[src/rtl/msi_pkg.sv]
package msi_pkg;
  localparam int WORD_W = 32;
  localparam int BLK_W  = 2 * WORD_W;

  typedef enum logic [1:0] {
    LN_INV = 2'd0,
    LN_SHR = 2'd1,
    LN_MOD = 2'd2
  } line_st_e;

  typedef enum logic [1:0] {
    OP_NONE   = 2'd0,
    OP_RDMISS = 2'd1,
    OP_WRMISS = 2'd2,
    OP_WBACK  = 2'd3
  } bus_op_e;

  // Word select: 0 = low half of the block, 1 = high half.
  function automatic logic [WORD_W-1:0] pick_word(input logic [BLK_W-1:0] blk,
                                                  input logic sel);
    return sel ? blk[BLK_W-1:WORD_W] : blk[WORD_W-1:0];
  endfunction

  function automatic logic [BLK_W-1:0] put_word(input logic [BLK_W-1:0] blk,
                                                input logic sel,
                                                input logic [WORD_W-1:0] w);
    return sel ? {w, blk[WORD_W-1:0]} : {blk[BLK_W-1:WORD_W], w};
  endfunction
endpackage

[src/rtl/msi_line_store.sv]
module msi_line_store
  import msi_pkg::*;
#(
  parameter int LINES = 8,
  parameter int TAG_W = 10,
  localparam int IDX_W = $clog2(LINES)
) (
  input  logic             clk,
  input  logic             rst_n,
  // CPU-side read port
  input  logic [IDX_W-1:0] a_idx,
  output line_st_e         a_state,
  output logic [TAG_W-1:0] a_tag,
  output logic [BLK_W-1:0] a_data,
  // snoop-side read port
  input  logic [IDX_W-1:0] b_idx,
  output line_st_e         b_state,
  output logic [TAG_W-1:0] b_tag,
  output logic [BLK_W-1:0] b_data,
  // snoop state update (wins over the CPU update)
  input  logic             s_we,
  input  line_st_e         s_state,
  // CPU-side line update
  input  logic             c_we,
  input  line_st_e         c_state,
  input  logic [TAG_W-1:0] c_tag,
  input  logic [BLK_W-1:0] c_data
);
  line_st_e         st_q  [LINES];
  logic [TAG_W-1:0] tag_q [LINES];
  logic [BLK_W-1:0] dat_q [LINES];

  assign a_state = st_q[a_idx];
  assign a_tag   = tag_q[a_idx];
  assign a_data  = dat_q[a_idx];
  assign b_state = st_q[b_idx];
  assign b_tag   = tag_q[b_idx];
  assign b_data  = dat_q[b_idx];

  always_ff @(posedge clk) begin
    if (!rst_n) begin
      for (int i = 0; i < LINES; i++) begin
        st_q[i]  <= LN_INV;
        tag_q[i] <= '0;
        dat_q[i] <= '0;
      end
    end else begin
      if (c_we) begin
        st_q[a_idx]  <= c_state;
        tag_q[a_idx] <= c_tag;
        dat_q[a_idx] <= c_data;
      end
      if (s_we) begin
        st_q[b_idx] <= s_state;
      end
    end
  end
endmodule

[src/rtl/msi_snoop_unit.sv]
module msi_snoop_unit
  import msi_pkg::*;
#(
  parameter int TAG_W   = 10,
  parameter int SRC_W   = 2,
  parameter int NODE_ID = 1
) (
  input  logic             snp_valid,
  input  logic [SRC_W-1:0] snp_src,
  input  logic [1:0]       snp_op,
  input  logic [TAG_W-1:0] snp_tag,
  input  line_st_e         line_state,
  input  logic [TAG_W-1:0] line_tag,
  input  logic [BLK_W-1:0] line_data,
  output logic             foreign,
  output logic             abort,
  output logic             supply,
  output logic [BLK_W-1:0] supply_data,
  output logic             upd_we,
  output line_st_e         upd_state
);
  logic hold;

  assign foreign     = snp_valid && (snp_src != SRC_W'(NODE_ID));
  assign hold        = foreign && (line_state != LN_INV) && (line_tag == snp_tag);
  assign supply_data = line_data;

  always_comb begin
    abort     = 1'b0;
    supply    = 1'b0;
    upd_we    = 1'b0;
    upd_state = line_state;
    if (hold) begin
      if (snp_op == OP_RDMISS && line_state == LN_MOD) begin
        abort     = 1'b1;
        supply    = 1'b1;
        upd_we    = 1'b1;
        upd_state = LN_SHR;
      end else if (snp_op == OP_WRMISS) begin
        abort     = (line_state == LN_MOD);
        supply    = (line_state == LN_MOD);
        upd_we    = 1'b1;
        upd_state = LN_INV;
      end
    end
  end
endmodule

[src/rtl/msi_miss_fsm.sv]
module msi_miss_fsm
  import msi_pkg::*;
#(
  parameter int TAG_W = 10,
  parameter int IDX_W = 3
) (
  input  logic                   clk,
  input  logic                   rst_n,
  input  logic                   cpu_req,
  input  logic                   cpu_we,
  input  logic [TAG_W-1:0]       cpu_tag,
  input  logic [IDX_W-1:0]       cpu_idx,
  input  logic                   cpu_sel,
  input  logic [WORD_W-1:0]      cpu_wdata,
  output logic                   cpu_stall,
  output logic [WORD_W-1:0]      cpu_rdata,
  input  line_st_e               line_state,
  input  logic [TAG_W-1:0]       line_tag,
  input  logic [BLK_W-1:0]       line_data,
  input  logic                   foreign,
  output logic                   bus_req,
  output bus_op_e                bus_op,
  output logic [TAG_W+IDX_W-1:0] bus_addr,
  output logic [BLK_W-1:0]       bus_wdata,
  input  logic                   bus_gnt,
  input  logic                   bus_done,
  input  logic [BLK_W-1:0]       bus_rdata,
  output logic                   c_we,
  output line_st_e               c_state,
  output logic [TAG_W-1:0]       c_tag,
  output logic [BLK_W-1:0]       c_data,
  output logic                   victim_dirty
);
  typedef enum logic [2:0] {F_IDLE, F_WB_REQ, F_WB_WAIT, F_MS_REQ, F_MS_WAIT} fsm_e;

  fsm_e fsm_q, fsm_d;
  logic tag_eq, hit_rd, hit_wr, serve;

  assign tag_eq       = (line_tag == cpu_tag);
  assign hit_rd       = cpu_req && !cpu_we && tag_eq && (line_state != LN_INV);
  assign hit_wr       = cpu_req && cpu_we && tag_eq && (line_state == LN_MOD);
  assign serve        = (fsm_q == F_IDLE) && !foreign && (hit_rd || hit_wr);
  assign victim_dirty = (line_state == LN_MOD) && !tag_eq;
  assign cpu_stall    = cpu_req && !serve;
  assign cpu_rdata    = pick_word(line_data, cpu_sel);

  always_comb begin
    fsm_d     = fsm_q;
    bus_req   = 1'b0;
    bus_op    = OP_NONE;
    bus_addr  = {cpu_tag, cpu_idx};
    bus_wdata = '0;
    c_we      = 1'b0;
    c_state   = line_state;
    c_tag     = line_tag;
    c_data    = line_data;
    unique case (fsm_q)
      F_IDLE: begin
        if (serve && hit_wr) begin
          c_we    = 1'b1;
          c_state = LN_MOD;
          c_data  = put_word(line_data, cpu_sel, cpu_wdata);
        end else if (cpu_req && !foreign && !(hit_rd || hit_wr)) begin
          fsm_d = victim_dirty ? F_WB_REQ : F_MS_REQ;
        end
      end
      F_WB_REQ, F_WB_WAIT: begin
        bus_req   = (fsm_q == F_WB_WAIT) || victim_dirty;
        bus_op    = bus_req ? OP_WBACK : OP_NONE;
        bus_addr  = {line_tag, cpu_idx};
        bus_wdata = line_data;
        if (fsm_q == F_WB_REQ) begin
          if (!victim_dirty) fsm_d = F_MS_REQ;
          else if (bus_gnt)  fsm_d = F_WB_WAIT;
        end else if (bus_done) begin
          c_we    = 1'b1;
          c_state = LN_INV;
          fsm_d   = F_MS_REQ;
        end
      end
      F_MS_REQ, F_MS_WAIT: begin
        bus_req = 1'b1;
        bus_op  = cpu_we ? OP_WRMISS : OP_RDMISS;
        if (fsm_q == F_MS_REQ) begin
          if (bus_gnt) fsm_d = F_MS_WAIT;
        end else if (bus_done) begin
          c_we    = 1'b1;
          c_state = cpu_we ? LN_MOD : LN_SHR;
          c_tag   = cpu_tag;
          c_data  = cpu_we ? put_word(bus_rdata, cpu_sel, cpu_wdata) : bus_rdata;
          fsm_d   = F_IDLE;
        end
      end
      default: fsm_d = F_IDLE;
    endcase
  end

  always_ff @(posedge clk) begin
    if (!rst_n) fsm_q <= F_IDLE;
    else        fsm_q <= fsm_d;
  end
endmodule

[src/rtl/msi_cache_ctrl.sv]
module msi_cache_ctrl
  import msi_pkg::*;
#(
  parameter int WADDR_W = 14,
  parameter int LINES   = 8,
  parameter int SRC_W   = 2,
  parameter int NODE_ID = 1
) (
  input  logic               clk,
  input  logic               rst_n,
  input  logic               cpu_req,
  input  logic               cpu_we,
  input  logic [WADDR_W-1:0] cpu_addr,
  input  logic [31:0]        cpu_wdata,
  output logic [31:0]        cpu_rdata,
  output logic               cpu_stall,
  output logic               bus_req,
  output logic [1:0]         bus_op,
  output logic [WADDR_W-2:0] bus_addr,
  output logic [63:0]        bus_wdata,
  input  logic               bus_gnt,
  input  logic               bus_done,
  input  logic [63:0]        bus_rdata,
  input  logic               snp_valid,
  input  logic [SRC_W-1:0]   snp_src,
  input  logic [1:0]         snp_op,
  input  logic [WADDR_W-2:0] snp_addr,
  output logic               snp_abort,
  output logic               snp_supply,
  output logic [63:0]        snp_supply_data
);
  localparam int IDX_W = $clog2(LINES);
  localparam int TAG_W = WADDR_W - 1 - IDX_W;

  logic [IDX_W-1:0] cpu_idx, snp_idx;
  logic [TAG_W-1:0] cpu_tag, snp_tag;
  logic             cpu_sel;

  assign cpu_sel = cpu_addr[0];
  assign cpu_idx = cpu_addr[IDX_W:1];
  assign cpu_tag = cpu_addr[WADDR_W-1:IDX_W+1];
  assign snp_idx = snp_addr[IDX_W-1:0];
  assign snp_tag = snp_addr[WADDR_W-2:IDX_W];

  line_st_e         a_state, b_state, s_state, c_state;
  logic [TAG_W-1:0] a_tag, b_tag, c_tag;
  logic [BLK_W-1:0] a_data, b_data, c_data;
  logic             s_we, c_we, foreign;
  logic             evt_victim_dirty;
  bus_op_e          bus_op_w;

  assign bus_op = bus_op_w;

  msi_line_store #(.LINES(LINES), .TAG_W(TAG_W)) u_store (
    .clk(clk), .rst_n(rst_n),
    .a_idx(cpu_idx), .a_state(a_state), .a_tag(a_tag), .a_data(a_data),
    .b_idx(snp_idx), .b_state(b_state), .b_tag(b_tag), .b_data(b_data),
    .s_we(s_we), .s_state(s_state),
    .c_we(c_we), .c_state(c_state), .c_tag(c_tag), .c_data(c_data)
  );

  msi_snoop_unit #(.TAG_W(TAG_W), .SRC_W(SRC_W), .NODE_ID(NODE_ID)) u_snoop (
    .snp_valid(snp_valid), .snp_src(snp_src), .snp_op(snp_op), .snp_tag(snp_tag),
    .line_state(b_state), .line_tag(b_tag), .line_data(b_data),
    .foreign(foreign), .abort(snp_abort), .supply(snp_supply),
    .supply_data(snp_supply_data), .upd_we(s_we), .upd_state(s_state)
  );

  msi_miss_fsm #(.TAG_W(TAG_W), .IDX_W(IDX_W)) u_fsm (
    .clk(clk), .rst_n(rst_n),
    .cpu_req(cpu_req), .cpu_we(cpu_we), .cpu_tag(cpu_tag), .cpu_idx(cpu_idx),
    .cpu_sel(cpu_sel), .cpu_wdata(cpu_wdata), .cpu_stall(cpu_stall),
    .cpu_rdata(cpu_rdata),
    .line_state(a_state), .line_tag(a_tag), .line_data(a_data), .foreign(foreign),
    .bus_req(bus_req), .bus_op(bus_op_w), .bus_addr(bus_addr), .bus_wdata(bus_wdata),
    .bus_gnt(bus_gnt), .bus_done(bus_done), .bus_rdata(bus_rdata),
    .c_we(c_we), .c_state(c_state), .c_tag(c_tag), .c_data(c_data),
    .victim_dirty(evt_victim_dirty)
  );
endmodule

[config.mk]
export PLATFORM = sky130hd
export DESIGN_NAME = msi_cache_ctrl
export DESIGN_NICKNAME = d
export VERILOG_FILES = /design/src/rtl/msi_pkg.sv /design/src/rtl/msi_line_store.sv /design/src/rtl/msi_snoop_unit.sv /design/src/rtl/msi_miss_fsm.sv /design/src/rtl/msi_cache_ctrl.sv
export SDC_FILE = /design/constraint.sdc
export NUM_CORES = 1
export LEC_CHECK = 0
export BUFFER_PORTS_ARGS = -buffer_cell sky130_fd_sc_hd__buf_2
export CORE_MARGIN = 2
export CORE_UTILIZATION = 35
export CTS_CLUSTER_DIAMETER = 200
export DETAILED_ROUTE_END_ITERATION = 16
export PLACE_DENSITY_LB_ADDON = 0.08
export SYNTH_ARGS = -nofsm -noshare
export SYNTH_HDL_FRONTEND = slang
export SYNTH_HIERARCHICAL = 1
export SYNTH_SLANG_ARGS = --single-unit
[constraint.sdc]
create_clock -name clk -period 15.3 [get_ports clk]
set_input_delay 3.06 -clock clk [delete_from_list [all_inputs] [get_ports clk]]
set_output_delay 3.06 -clock clk [all_outputs]
set_load 0.01 [all_outputs]
; ---- Yosys cells after proc, flatten, opt, wreduce, memory -nomap -nowiden
; Memory sizes are Yosys's and may differ from the RTL's.
; Index checks and enable logic that the tools add are counted.
[word_totals]
regBits = 3
inputBits = 134
elab_cells = 122
out_inout_bits = 179
ramBits = 608
n_memories = 3
[memory_table]
columns = memory, depth, width, rd, rd_ports_with_merged_regs, write_ports, line_no
row1 = u_store.dat_q, 8, 64, 2, 0, 8, msi_line_store.sv:31  ; logic [BLK_W-1:0] dat_q [LINES];
row2 = u_store.tag_q, 8, 10, 2, 0, 8, msi_line_store.sv:30  ; logic [TAG_W-1:0] tag_q [LINES];
row3 = u_store.st_q, 8, 2, 2, 0, 8, msi_line_store.sv:29  ; line_st_e st_q [LINES];
[classes]
eq_ne = 17
n_mux = 67
reduce_logical = 34
[op_table]
columns = operator, n
row1 = $mux 64, 8
row2 = $pmux 64 s2, 1
row3 = $reduce_or 64->1, 1
row4 = $mux 10, 4
row5 = $mux 3, 13
row6 = $mux 32, 1
row7 = $mux 2, 13
row8 = $mux 1, 21
row9 = $eq 10x10->1, 2
row10 = $logic_and 1x1->1, 17
row11 = $mux 13, 1
row12 = $reduce_or 10->1, 1
row13 = $pmux 3 s3, 1
row14 = $reduce_or 2->1, 4
row15 = $eq 2x2->1 const B, 3
row16 = $eq 3x2->1 const B, 2
row17 = $ne 3x2->1 const B, 2
row18 = $pmux 2 s3, 1
row19 = $reduce_and 6->1, 1
row20 = $logic_not 1->1, 5
row21 = $ne 2x2->1 const B, 2
row22 = $ne 4x4->1 const B, 1
row23 = $pmux 2 s2, 1
row24 = $reduce_bool 2->1, 2
row25 = other kinds (9), 10

; ---- Logic depth before layout (Yosys ltp)
; Gate-level depths: netlist of run 1.
[depth]
word_depth = 14
ltp_mapped = 15
ltp_nobuf = 10

; ---- Hierarchy
; The synthesis of run 1 kept the hierarchy.
[by_module_without_submodules]
columns = module, cells_per_inst, seq_area_each_um2, n_inst, area_per_inst_um2
row1 = msi_line_store, 1897, 18257.5, 1, 31770.5
row2 = msi_miss_fsm, 449, 60.1, 1, 3050.4
row3 = msi_snoop_unit, 92, 0.0, 1, 699.4

; ---- Worst setup path before layout of run 1
; Ideal clock, no wire load.
[synth_timing]
path_type = input port to flip-flop
startpoint = input port cpu_addr[1]
endpoint = memory u_store/st_q[5][0] (netlist name) (enable)
slack_ns = 3.680
n_path_buf = 4
arrival_ns = 11.301
required_ns = 14.981
stages = 13
setup_time_ns = 0.319
path_cell_list = buf_4 -> buf_6 -> buf_6 -> mux4_2 -> mux2_2 -> xor2_1 -> nor4_1 -> nand4_2 -> nand2_1 -> nand3_1 -> clkbuf_1 -> o21ai_0 -> o21bai_1
[synth_rtl]
columns = item, line_no
row1 = from (decl), msi_cache_ctrl.sv:13  ; input logic [WADDR_W-1:0] cpu_addr,
row2 = to (decl), msi_line_store.sv:29

; ---- Worst setup path after layout of run 1
[layout_timing]
startpoint = input port cpu_addr[3]
endpoint = output port bus_req
[layout_between]
elab_chain_len = 6
elab_cells_between_ends = 8
cone_classes = 2 x eq/ne / 1 x mux / 3 x reduce/logical / 2 x memory
[layout_lines]
columns = item, line_no
row1 = $mem_v2 8x10, --
row2 = named net a_tag[5], msi_cache_ctrl.sv:46  ; logic [TAG_W-1:0] a_tag, b_tag, c_tag;
row3 = $eq 10x10->1, msi_miss_fsm.sv:39  ; assign tag_eq = (line_tag == cpu_tag);
row4 = $logic_not 1->1, msi_miss_fsm.sv:43  ; assign victim_dirty = (line_state == LN_MOD) && !tag_eq;
row5 = $logic_and 1x1->1, msi_miss_fsm.sv:43
row6 = $logic_or 1x1->1, msi_miss_fsm.sv:68  ; bus_req = (fsm_q == F_WB_WAIT) || victim_dirty;
row7 = $pmux 1 s2, msi_miss_fsm.sv:57  ; unique case (fsm_q)
row8 = to (decl), msi_cache_ctrl.sv:17  ; output logic bus_req,
; The timed path passes the listed nets, and every way through them passes these cells.

==> results of run 1 <==
==> layer usage <==
layer	up-vias	GRT usage, %	part of all wire (%)
li1	9623	-	-
met1	12406	38.5	44
met2	1159	42.1	45
met3	182	5.33	8.4
met4	4	6.69	2.2
met5	-	0	0.024
==> sequential cells by signal (all words and copies together), names as in the netlist <==
name and flops:
u_store/dat_q 512, u_store/tag_q 80, u_fsm/fsm_q 3, u_store/st_q 16
==> worst max-delay path, cell delays in order <==
cell	delay (ns)
buf_6	0.53
buf_4	0.72
mux4_2	0.40
mux2_2	0.30
xor2_1	0.18
nor4_1	0.42
buf_4	0.22
and3_1	0.33
or2_2	0.21
o211ai_1	0.09
buf_2	0.16
==> power breakdown <==
part,switching (uW),internal [uW],leakage [uW],total [uW]
registers,48.2,1920,0.00630,1970
clock network,718,1020,0.00113,1740
logic,590,335,0.00758,925
total,1360,3270,0.0150,4630
==> worst paths after layout <==
path,start,to,slack (ns)
worst min register to register,u_fsm/fsm_q[1],u_fsm/fsm_q[1],0.79
worst max-delay path,cpu_addr[3],bus_req,5.50
worst max register to register,u_store/tag_q[0][6],u_store/dat_q[6][10],9.44
worst min-delay path,u_fsm/fsm_q[1],u_fsm/fsm_q[1],0.79
==> placed cells by master, fill, tap and decap left out, types with 7 or more instances in the layout <==
cell type	n
xor2_1	11
and2_1	654
inv_1	20
buf_4	45
nand3_1	14
clkbuf_16	79
a221o_1	48
nor3_1	8
xnor2_1	11
clkinv_2	10
and3_1	51
o221a_1	10
o21ai_0	11
edfxtp_1	608
nor2_4	7
clkbuf_1	17
clkinv_1	17
buf_2	306
nor2_1	14
mux4_2	302
nand2_1	75
a22o_1	18
mux2_2	194
==> stage by stage <==
step	power [uW]	hold slack, ns	instance area, um2	utilization (%)	setup slack (ns)
after floorplan	2520	0.704	35500	-	3.68
after global placement	2920	0.769	37900	37.8	5.55
after detailed placement	2920	0.773	37900	37.8	5.55
after CTS	4660	0.778	40200	40.1	5.53
after global routing	4760	0.861	40200	40.1	5.42
final	4630	0.794	40200	40.1	5.50
==> cell type report <==
type                            count  area [um2]  share of cell area, %
Antenna cell                        5        12.5                 0.0311
Clock buffer                       96        2040                   5.07
Clock inverter                     34         280                  0.697
Inverter                           21        78.8                  0.196
Multi-Input combinational cell   1531       15800                   39.4
Sequential cell                   611       18300                   45.5
Tap cell                         1357        1700                   4.22
Timing Repair Buffer              358        1970                   4.90
==> impl_metrics.ini, run 1 <==
[cts]
path_clk_slew_ns = 0.06
worstSkewPairLatency_ns = 0.64
cts_tree = yes
clock-sinks = 611
cts_max_path_buffers = 3
root_buffer = clkbuf_16
htreeDepth = 3
cts_setup_buffers = 0
cts_made_buffers = 74
cts_hold_buf = 0
cts_resized = 0

[sta]
tightest_slew_ns = 1.35
finalMaxSlewViolations = 0
fin_crit_sh_pct = 64.1
finalCriticalPeriod_ns = 9.80
setup_tns_ns = 0
setup_viol = 0
fmaxAchievable_mhz = 102
rsz0062_at_grt = no
hold_viol = 0
finClkSkew_ns = 0.0333
slew_headroom_pct = 9.90

[grt]
grt_pass1_wl_mm = 194
grt_pass1_vias = 23878
antenna_found_initial = 21
grt_overflow = 0
grt_max_degree = 97
track_usage_pct = 26.9

[placement]
hpwl_mm = 89.4
port_buffers = 312
routabilityCongestion = 0.824
placedCellCount = 3878

[worst_hold_path]
min_path_type = reg2reg
whs_path_depth = 2

[setup_path]
reg2reg_depth = 11
required_ns = 12.24
start_kind = input port
setup.worst_path.end_class = primary output
worst-path-max-fanout = 56
critical_path_class = in2out
arrival_ns = 6.74

[cells_and_area]
drive_gt1_share_pct = 37.1
area_growth_pct = 13.3
nets = 2731
fill_cells = 9327
fin_cells = 4013

[floorplan]
fp-row-count = 116
initial_core_util_pct = 35.4
ios = 313
dieHeight_um = 323
die-area_um2 = 104000
core_um2 = 100000
die_x_um = 323

[routing]
vias_per_cell = 5.82
route.detailed.drc = 0
drt_iter0_drc = 2527
wl_per_cell_um = 35.2
postRouteAntennaNets = 0
drtPass1Iterations = 5
wl_mm = 141
num_vias = 23374

[run_status]
outcome = finished clean

[power_and_ir_drop]
power_density_nw_per_um2 = 115
p_leak_uw = 0.0150
peakVddDrop_v = 0.0000653

[synthesis]
yosys_warnings = 6
avgSynthCellArea_um2 = 14.6
synth_area_um2 = 35500
netlist_instances = 2437
syn_nets = 2571

[run]
maxCapViolations = 0
(Power assumes the default switching activity.)
==> run 2: changes to the inputs <==
--- a/config.mk
+++ b/config.mk
@@ -5,6 +5,7 @@
 export SDC_FILE = /design/constraint.sdc
 export NUM_CORES = 1
 export LEC_CHECK = 0
+export ABC_AREA = 1
 export BUFFER_PORTS_ARGS = -buffer_cell sky130_fd_sc_hd__buf_2
 export CORE_MARGIN = 2
 export CORE_UTILIZATION = 35
==> constraint.sdc (replaced) <==
create_clock -name clk -period 10.2 [get_ports clk]
set_input_delay 2.04 -clock clk [delete_from_list [all_inputs] [get_ports clk]]
set_output_delay 2.04 -clock clk [all_outputs]
set_load 0.01 [all_outputs]
==> run 2 against run 1 <==
  * Core utilization decreased by 1.4 points
  * Routed wire length increased by 32%
  * Clock-buffer cell count increased by 1
  * Largest power group unchanged
  * Sequential share of layout area decreased by 3.9 points
  * Largest cell class is now multi-input combinational cells
  * Clock power increased by 49%
  * First-iteration DRC count increased by 79%
  * Final area increased by 9.5%
  * Critical path type unchanged
  * Non-clock buffer count increased by 12
  * Die area increased by 13%
==> impl_metrics.ini, run 2 <==
[power_and_ir_drop]
seq_power_share_pct = 37.9
p_int_uw = 4820
p_sw_share_pct = 37.9
total_power_uw = 7770
power_density_nw_per_um2 = 176
power_frac_comb_pct = 28.7
peakVddDrop_v = 0.000150
p_leak_uw = 0.0217
pwr-share-clk_pct = 33.4
switching_power_uw = 2950

[placement]
port_buffers = 312
routabilityCongestion = 0.867
hpwl_mm = 107
dpl_cell_area_um2 = 41800

[run]
maxCapViolations = 0

[synthesis]
yosys_warnings = 6
netlist_instances = 5953
avgSynthCellArea_um2 = 6.73
synth_area_um2 = 40100
syn_nets = 6087

[setup_path]
critPathTopFamily = buffers and inverters
setup.worst_path.end_class = primary output
start_kind = input port
required_ns = 8.16
critPathMostFrequentCell = nand2_1
critical_path_class = in2out
max_stage_delay_ns = 1.01
worstPathBufferInverterCount = 5
arrival_ns = 6.21
worst-path-max-fanout = 125
crit_chain = buf_8 > inv_8 > buf_4 > nand2_1 > nand2_1 > nand2_1 > nand2_1 > nand2_1 > nand2_1 > inv_1 > o21ai_0 > buf_2
worst_path_max_delay_cell = o21ai_0

[cts]
cts_resized = 0
cts_hold_buf = 0
cts_made_buffers = 77
clock-sinks = 611
cts_max_path_buffers = 3
path_clk_slew_ns = 0.05
worstSkewPairLatency_ns = 0.66
cts_setup_buffers = 0
htreeDepth = 3
cts_tree = yes
root_buffer = clkbuf_16

[routing]
postRouteAntennaNets = 0
drt_iter0_drc = 4517
wl_per_cell_um = 24.7
route.detailed.drc = 0
vias_per_cell = 5.30
num_vias = 39902
drtPass1Iterations = 6
wl_mm = 186

[cells_and_area]
stdcell_area_um2 = 44100
largest_reg_flops = 512
final_common_cell = nand2_1
nets = 6092
area_growth_pct = 9.96
mostFrequentLayoutCells = 3555 x nand2_1, 675 x nor2_1, 608 x edfxtp_1
fill_cells = 12248
top_register = u_store/dat_q
drive_gt1_share_pct = 8.73
top_regs = u_store/dat_q (512), u_store/tag_q (80), u_store/st_q (16)
postLayoutCoreUtil_pct = 38.7

[grt]
grt_pass1_wl_mm = 261
grt_max_degree = 143
grt_overflow = 0
grt_pass1_vias = 36318
track_usage_pct = 31.0
antenna_found_initial = 26

[sta]
fin_crit_sh_pct = 80.9
finClkSkew_ns = 0.0227
setup_viol = 0
finalCriticalPeriod_ns = 8.25
tightest_slew_ns = 1.31
setup_tns_ns = 0
finalMaxSlewViolations = 0
hold_viol = 0
fmaxAchievable_mhz = 121
rsz0062_at_grt = no
slew_headroom_pct = 11.9

[floorplan]
dieHeight_um = 342
ios = 313
die_x_um = 342
die-area_um2 = 117000
core_um2 = 114000
initial_core_util_pct = 35.2
fp-row-count = 124

[worst_hold_path]
min_path_type = reg2reg

[run_status]
outcome = finished clean
## run 2: changes by cell type in the layout (fill, tap and decap cells not counted), sizes merged, moves of 13 or more
cell,previous run,this run
nor2,22,691
a21oi,7,20
nand3,14,89
inv,22,267
a22o,18,0
a221o,48,0
and2,655,0
mux4,302,0
o211ai,1,81
and3,51,1
nand2,77,3569
a22oi,1,29
o21ai,17,128
mux2,194,0
## run 2: path summary, 6_finish.rpt
kind / slack, ns / depth (start not counted) / end / from
setup / recovery: 1.95 / 12 / cpu_rdata[26] / cpu_addr[1]
hold / removal: 0.54 / 2 / u_fsm/fsm_q[1] / u_fsm/fsm_q[1]
hold reg to reg: 0.54 / 2 / u_fsm/fsm_q[1] / u_fsm/fsm_q[1]
setup reg to reg: 5.59 / 18 / u_store/dat_q[1][35] / u_store/tag_q[6][9]
## run 2: final cells by class
type	instances	area, um2	area share [%]
antenna	6	15.0	0.0341
clock buffer	97	2040	4.64
sequential	611	18300	41.6
timing repair buffer	370	2080	4.73
inverter	263	1040	2.35
clock inverter	35	246	0.559
multi-input combinational	4635	18400	41.8
tap	1512	1890	4.29
## run 2: metal layers
layer,vias to the layer above,global-route usage (%),part of all wire [%]
li1,18396,-,-
met1,18967,42.8,42
met2,2178,47.5,43
met3,349,7.27,11
met4,12,10.5,3.4
met5,-,0.776,0.10
## run 2: metrics by stage
step / cells / worst slack, ns / hold WS [ns]
finish: 7529 / 1.95 / 0.541
global route: 7524 / 1.71 / 0.598
CTS: 7523 / 2.08 / 0.545
detailed placement: 7391 / 2.08 / 0.535
global placement: 7391 / 2.10 / 0.521
floorplan: 5953 / 3.78 / 0.495
## run 2: power groups by stage
stage               sequential (uW)  combinational [uW]  clock, uW
floorplan                      2990                1280          0
global placement               2990                2190          0
detailed placement             3000                2180          0
CTS                            2940                2190       2640
global route                   2960                2380       2730
finish                         2950                2230       2600
## run 2: worst reg2reg max path, delay by kind of cell (launching register included)
| family | cells | cell delay [ns] |
|---|---|---|
| xor+xnor | 1 | 0.15 |
| simple gates | 13 | 2.31 |
| compound gates | 1 | 0.17 |
| buf+inv | 3 | 1.16 |
| flops | 1 | 0.41 |
